## config.mk

```make
export PLATFORM = sky130hd
export DESIGN_NAME = sdwrap_regs
export DESIGN_NICKNAME = d
export VERILOG_FILES = /design/src/rtl/sdw_pkg.sv /design/src/rtl/sdw_addr_decode.sv /design/src/rtl/sdw_local_regs.sv /design/src/rtl/sdw_slot_mirror.sv /design/src/rtl/sdwrap_regs.sv
export SDC_FILE = /design/constraint.sdc
export NUM_CORES = 2
export LEC_CHECK = 0
export BUFFER_PORTS_ARGS = -buffer_cell sky130_fd_sc_hd__buf_2
export CORE_MARGIN = 2
export CORE_UTILIZATION = 47
export CTS_CLUSTER_SIZE = 16
export DETAILED_ROUTE_END_ITERATION = 16
export GPL_TIMING_DRIVEN = 0
export PLACE_DENSITY = 0.61
export REMOVE_ABC_BUFFERS = 1
export SLEW_MARGIN = 20
export SYNTH_ARGS = -nofsm -noshare
export SYNTH_HDL_FRONTEND = slang
export SYNTH_SLANG_ARGS = --single-unit
```

## constraint.sdc

```tcl
create_clock -name clk -period 11.27 [get_ports clk]
set_input_delay 1.127 -clock clk [delete_from_list [all_inputs] [get_ports clk]]
set_output_delay 1.127 -clock clk [all_outputs]
set_load 0.005 [all_outputs]
```

## src/rtl/sdw_pkg.sv

```systemverilog
package sdw_pkg;
  typedef enum logic [2:0] {
    K_NONE, K_INFO, K_PLAIN, K_STAT, K_CAP, K_MAXC, K_SLOT
  } sdw_kind_e;

  localparam int INFO_WORD  = 0;
  localparam int DEB_WORD   = 1;
  localparam int STAT_WORD  = 63;
  localparam logic [31:0] DEB_RESET = 32'h0000_0005;
  localparam int PRESENT_BIT0 = 16;

  function automatic int cap_word(input int slot);
    return 4 * (slot + 1);
  endfunction

  function automatic int maxc_word(input int slot);
    return 4 * (slot + 1) + 2;
  endfunction
endpackage

```

## src/rtl/sdw_addr_decode.sv

```systemverilog
module sdw_addr_decode
  import sdw_pkg::*;
#(
  parameter int ADDR_W      = 12,
  parameter int NUM_SLOTS   = 2,
  parameter int LOCAL_BYTES = 256
) (
  input  logic [ADDR_W-1:0]    addr,
  output sdw_kind_e            kind,
  output logic [NUM_SLOTS-1:0] win_hit,
  output logic [NUM_SLOTS-1:0] cap_hit,
  output logic [NUM_SLOTS-1:0] max_hit
);
  localparam int SEL_W  = ADDR_W - 8;
  localparam int WORD_W = ADDR_W - 2;
  localparam logic [ADDR_W:0] LIMIT = (ADDR_W+1)'(LOCAL_BYTES);

  logic [WORD_W-1:0] word;
  assign word = addr[ADDR_W-1:2];

  always_comb begin
    kind    = K_NONE;
    win_hit = '0;
    cap_hit = '0;
    max_hit = '0;
    for (int i = 0; i < NUM_SLOTS; i++) begin
      if (addr[ADDR_W-1:8] == SEL_W'(i + 1)) begin
        win_hit[i] = 1'b1;
        kind       = K_SLOT;
      end
    end
    if (kind != K_SLOT && {1'b0, addr} < LIMIT) begin
      if (word == WORD_W'(INFO_WORD))      kind = K_INFO;
      else if (word == WORD_W'(STAT_WORD)) kind = K_STAT;
      else                                 kind = K_PLAIN;
      for (int i = 0; i < NUM_SLOTS; i++) begin
        if (word == WORD_W'(cap_word(i))) begin
          cap_hit[i] = 1'b1;
          kind       = K_CAP;
        end
        if (word == WORD_W'(maxc_word(i))) begin
          max_hit[i] = 1'b1;
          kind       = K_MAXC;
        end
      end
    end
  end
endmodule

```

## src/rtl/sdw_local_regs.sv

```systemverilog
module sdw_local_regs
  import sdw_pkg::*;
#(
  parameter int DATA_W    = 32,
  parameter int WORDS     = 64,
  parameter int IDX_W     = 6,
  parameter int NUM_SLOTS = 2
) (
  input  logic              clk,
  input  logic              rst,
  input  logic              we,
  input  logic [IDX_W-1:0]  idx,
  input  logic [DATA_W-1:0] wdata,
  output logic [DATA_W-1:0] rdata
);
  localparam logic [DATA_W-1:0] INFO_RESET =
      (DATA_W'(1) << PRESENT_BIT0) |
      ((NUM_SLOTS == 2) ? (DATA_W'(1) << (PRESENT_BIT0 + 1)) : '0);

  logic [DATA_W-1:0] mem [WORDS];

  always_ff @(posedge clk) begin
    if (rst) begin
      for (int i = 0; i < WORDS; i++) begin
        if (i == INFO_WORD)     mem[i] <= INFO_RESET;
        else if (i == DEB_WORD) mem[i] <= DATA_W'(DEB_RESET);
        else                    mem[i] <= '0;
      end
    end else if (we) begin
      if (idx == IDX_W'(INFO_WORD)) mem[idx] <= wdata & ~DATA_W'(1);
      else                          mem[idx] <= wdata;
    end
  end

  assign rdata = mem[idx];


  store_chk: assert property (@(posedge clk) disable iff (rst)
    (we && idx != IDX_W'(INFO_WORD)) |=> mem[$past(idx)] == $past(wdata));
endmodule

```

## src/rtl/sdw_slot_mirror.sv

```systemverilog
module sdw_slot_mirror #(
  parameter int          DATA_W    = 32,
  parameter logic [31:0] CAP_RESET = 32'h0
) (
  input  logic              clk,
  input  logic              rst,
  input  logic              cap_we,
  input  logic              max_we,
  input  logic [DATA_W-1:0] wdata,
  output logic [DATA_W-1:0] cap_q,
  output logic [DATA_W-1:0] max_q
);
  always_ff @(posedge clk) begin
    if (rst) begin
      cap_q <= DATA_W'(CAP_RESET);
      max_q <= '0;
    end else begin
      if (cap_we) cap_q <= wdata;
      if (max_we) max_q <= wdata;
    end
  end


  cap_store_chk: assert property (@(posedge clk) disable iff (rst)
    cap_we |=> cap_q == $past(wdata));

  max_store_chk: assert property (@(posedge clk) disable iff (rst)
    max_we |=> max_q == $past(wdata));
endmodule

```

## src/rtl/sdwrap_regs.sv

```systemverilog
module sdwrap_regs
  import sdw_pkg::*;
#(
  parameter int          ADDR_W      = 12,
  parameter int          DATA_W      = 32,
  parameter int          NUM_SLOTS   = 2,
  parameter int          LOCAL_BYTES = 256,
  parameter logic [31:0] CAP_DEFAULT = 32'h01E8_0081
) (
  input  logic                          clk,
  input  logic                          rst,
  input  logic                          req_valid,
  input  logic                          req_write,
  input  logic [ADDR_W-1:0]             req_addr,
  input  logic [DATA_W-1:0]             req_wdata,
  output logic                          rsp_ready,
  output logic [DATA_W-1:0]             rsp_rdata,
  output logic [NUM_SLOTS-1:0]          slot_sel,
  output logic [NUM_SLOTS*DATA_W-1:0]   slot_cap,
  output logic [NUM_SLOTS*DATA_W-1:0]   slot_maxcur,
  output logic                          slot_rst,
  input  logic [NUM_SLOTS-1:0]          slot_irq,
  output logic                          irq
);
  localparam int LOCAL_WORDS = LOCAL_BYTES / 4;
  localparam int LOCAL_IDX_W = $clog2(LOCAL_WORDS);

  sdw_kind_e            kind;
  logic [NUM_SLOTS-1:0] win_hit, cap_hit, max_hit;
  logic [DATA_W-1:0]    st_rdata, rd_mux;
  logic [NUM_SLOTS-1:0] irq_stat_q;
  logic                 wr_req, st_we;

  sdw_addr_decode #(
    .ADDR_W(ADDR_W), .NUM_SLOTS(NUM_SLOTS), .LOCAL_BYTES(LOCAL_BYTES)
  ) u_dec (
    .addr(req_addr), .kind(kind),
    .win_hit(win_hit), .cap_hit(cap_hit), .max_hit(max_hit)
  );

  assign wr_req = req_valid && req_write;
  assign st_we  = wr_req && (kind == K_INFO || kind == K_PLAIN);

  sdw_local_regs #(
    .DATA_W(DATA_W), .WORDS(LOCAL_WORDS), .IDX_W(LOCAL_IDX_W),
    .NUM_SLOTS(NUM_SLOTS)
  ) u_store (
    .clk(clk), .rst(rst), .we(st_we),
    .idx(req_addr[LOCAL_IDX_W+1:2]), .wdata(req_wdata), .rdata(st_rdata)
  );

  for (genvar s = 0; s < NUM_SLOTS; s++) begin : g_slot
    sdw_slot_mirror #(.DATA_W(DATA_W), .CAP_RESET(CAP_DEFAULT)) u_mirror (
      .clk(clk), .rst(rst),
      .cap_we(wr_req && cap_hit[s]), .max_we(wr_req && max_hit[s]),
      .wdata(req_wdata),
      .cap_q(slot_cap[s*DATA_W +: DATA_W]),
      .max_q(slot_maxcur[s*DATA_W +: DATA_W])
    );
  end

  always_comb begin
    rd_mux = '0;
    case (kind)
      K_INFO, K_PLAIN: rd_mux = st_rdata;
      K_STAT:          rd_mux = DATA_W'(irq_stat_q);
      K_CAP: for (int i = 0; i < NUM_SLOTS; i++)
               if (cap_hit[i]) rd_mux = slot_cap[i*DATA_W +: DATA_W];
      K_MAXC: for (int i = 0; i < NUM_SLOTS; i++)
               if (max_hit[i]) rd_mux = slot_maxcur[i*DATA_W +: DATA_W];
      default: rd_mux = '0;
    endcase
  end

  always_ff @(posedge clk) begin
    if (rst) begin
      rsp_ready  <= 1'b0;
      rsp_rdata  <= '0;
      slot_rst   <= 1'b0;
      irq_stat_q <= '0;
    end else begin
      rsp_ready  <= req_valid;
      rsp_rdata  <= (req_valid && !req_write) ? rd_mux : '0;
      slot_rst   <= wr_req && kind == K_INFO && req_wdata[0];
      irq_stat_q <= slot_irq;
    end
  end

  assign irq      = |irq_stat_q;
  assign slot_sel = win_hit & {NUM_SLOTS{req_valid}};


  ready_follows_req_chk: assert property (@(posedge clk) disable iff (rst)
    req_valid |=> rsp_ready);

  info_bit0_chk: assert property (@(posedge clk) disable iff (rst)
    (req_valid && !req_write && kind == K_INFO) |=> !rsp_rdata[0]);

  rst_strobe_chk: assert property (@(posedge clk) disable iff (rst)
    slot_rst |-> $past(wr_req && kind == K_INFO && req_wdata[0]));

  irq_rise_chk: assert property (@(posedge clk) disable iff (rst)
    (|slot_irq) |=> irq);

  irq_fall_chk: assert property (@(posedge clk) disable iff (rst)
    !(|slot_irq) |=> !irq);

  slot_sel_chk: assert property (@(posedge clk) disable iff (rst)
    $onehot0(slot_sel));

  none_read_zero_chk: assert property (@(posedge clk) disable iff (rst)
    (req_valid && !req_write && kind == K_NONE) |=> rsp_rdata == '0);
endmodule

```

==> metrics.cfg <==
[worst_setup_path]
timing.critical_path.from = req_addr[4]
worstReg2RegEnd = rsp_rdata[19]
crit_arrival_ns = 7.31
endpoint_kind = register
cp-endpoint = u_store.mem[27][21]
worstSetupPathType = in -> reg
reg2reg_depth = 6
critical_path_required_ns = 11.85
reg2reg_slack_ns = 8.44
r2r-start = u_store.mem[4][19]
path_max_fanout = 84
critPathLaunchType = primary input

[logic_synthesis]
ys_seq_area_frac = 0.677
async_flop_share = 0
ys_types = 86
synth_seq_cells = 2212
yosysTopAreaCell = edfxtp_1
yosys_warnings = 0
synth_top_flop_cell = edfxtp_1
synth_edf_count = 2048
syn_inst = 7624
syn_area_sq_um = 95700
yosys-top-cells-area = edfxtp_1 64%, nor2_1 7.8%, dfxtp_1 3.4%
syn_avg_cell_area_sq_um = 12.6
synth_top_area_frac = 0.643

[power]
power_mw = 18.4
p_leak_nw = 36.8
peakVddDrop_mv = 0.184
powerDensity_nw_per_um2 = 163

[timing]
drv_slew = 0
totalNegativeSetupSlack_ns = 0
finalHoldViolations = 0
fmax_mhz = 149
period_share = 0.597
max_slew_margin = 0.121
setup_viol_count_final = 0
finalCriticalPeriod_ns = 6.73
worstMarginPinSlew_ns = 1.30
holdWs_ns = 0.466
final.setup.worst_slack_ns = 4.54
rsz0062_at_grt = false
worst_clock_skew_ns = 0.0304

[status]
outcome = finished clean

[finish]
area_delta_synth_final_pct = 18.1
drive_gt1_frac = 0.168
multiInputGateArea_sq_um = 29200
layout_common_cells = 2048 x edfxtp_1, 1967 x nor2_1, 677 x nand2_1, 296 x o22ai_1, 281 x a21oi_1
nNetsFinal = 7912
regArea_sq_um = 64800
final_common_cell = edfxtp_1
finalCoreUtilization = 0.558
fillers = 16467

[die]
fp.dieH_um = 455
io_pins = 215
start_util = 0.473
fp-row-count = 165
fp.dieW_um = 455
dieArea_sq_um = 207000
core_sq_um = 202000

[drt]
avgRoutedWirePerCell_um = 39.9
drtAntennaViolNets = 0
routed_wirelength_um = 428000
drc_errors = 0
vias = 75226
firstDrtPassIters = 7
viasPerCell = 7.00
drt_iter0_markers = 14864

[global_routing]
antenna_found_initial = 28
grt_max_degree = 109
grt_pass1_vias = 70388
grt-ovfl-total = 0
grt_usage = 0.406
grt_pass1_wl_um = 578000

[clocking]
cts_root_buf = clkbuf_16
postCtsHoldBufs = 0
cts-resized-gates = 0
clk_latency_ns = 0.89
clk_path_buf_depth = 3
cts_tree = built
cts_made_buffers = 219
postCtsSetupRepairBufs = 0
clk_pin_slew_ns = 0.06
numClockSinks = 2212
cts_max_level = 4

[worst_hold_path]
worstHoldPathType = in -> reg

[placed_design]
dp_hpwl_um = 274000
gp_congestion = 0.881
port_buffers = 212
place_worst_setup_slack_ns = 3.76

[run]
drv_cap = 0

-- sequential cells by signal, indices dropped and copies added (netlist names) --
name	flops
g_slot.u_mirror.cap_q	64
g_slot.u_mirror.max_q	64
irq_stat_q	2
rsp_rdata	32
rsp_ready	1
slot_rst	1
u_store.mem	2048
-- cell type report --
cell class              instances  share of cell area
multi-input cells            4882               0.259
clock inverters               105             0.00743
diodes                         17            0.000377
clock buffers                 304              0.0533
repair buffers                536              0.0767
inverters                      11            0.000609
flip-flops and latches       2212               0.573
well taps                    2672              0.0296
-- metrics by stage --
step / area, sq um / instances
final: 113000 / 10739
after global routing: 113000 / 10726
after CTS: 113000 / 10722
after detailed placement: 106000 / 10313
after global placement: 97200 / 9989
after floorplan: 92700 / 7105
-- where the power goes --
group          total, mW  leakage, nW  switching [mW]  internal, mW
Clock               7.25         3.37            3.24          4.01
Sequential          9.45         20.8           0.114          9.34
Combinational       1.73         12.6            1.18         0.548
Total               18.4         36.8            4.53          13.9
-- cell families after synthesis --
| logic type | after synthesis | synth area share |
|---|---|---|
| multiplexers | 531 | 0.0725 |
| other | 1 | 0.0000392 |
| AND/OR/NAND/NOR | 2889 | 0.119 |
| flip-flops | 2212 | 0.677 |
| AO/OA/AOI/OAI | 1301 | 0.0940 |
| buffers and inverters | 690 | 0.0376 |
-- worst min path at each step --
stage / startpoint / end / slack (ns) / cells past startpoint
global placement: g_slot[1].u_mirror.max_q[8] / g_slot[1].u_mirror.max_q[8] / 0.45 / 2
finish: slot_irq[1] / irq_stat_q[1] / 0.47 / 2
CTS: slot_irq[1] / irq_stat_q[1] / 0.45 / 2
detailed placement: g_slot[1].u_mirror.cap_q[18] / g_slot[1].u_mirror.cap_q[18] / 0.46 / 2
global route: slot_irq[1] / irq_stat_q[1] / 0.48 / 2
floorplan: g_slot[0].u_mirror.cap_q[26] / g_slot[0].u_mirror.cap_q[26] / 0.46 / 2
-- layer usage --
| layer | routed length, um | vias to the layer above | track usage |
|---|---|---|---|
| met5 | 165 | - | 0 |
| met4 | 40200 | 24 | 0.303 |
| met3 | 70300 | 1860 | 0.143 |
| met2 | 176000 | 7778 | 0.568 |
| met1 | 141000 | 37129 | 0.519 |
| li1 | - | 28435 | - |
-- worst max-delay path: stages --
cell and delay, ns:
buf_8 0.42, buf_16 0.37, buf_16 0.35, nand2b_1 0.44, or3_1 0.57, nand3_2 0.49
nor3_4 0.43, buf_8 0.23, buf_8 0.20, nand2_8 0.37, buf_16 0.42, o21bai_4 0.68
buf_16 0.25, buf_16 0.18, buf_16 0.19
-- Yosys cell counts (42+ instances only) --
cell type and count:
clkbuf_1 248, a22oi_1 42, mux4_2 93, o21ai_0 123
buf_4 46, buf_2 303, mux2i_1 192, edfxtp_1 2048
a21oi_1 281, a221oi_1 57, dfxtp_1 164, mux2_2 236
o221ai_1 182, nor2_1 1984, buf_6 46, o21bai_1 52
nand2_1 710, o22ai_1 297
Note: power is estimated with default switching activity, not from simulation.
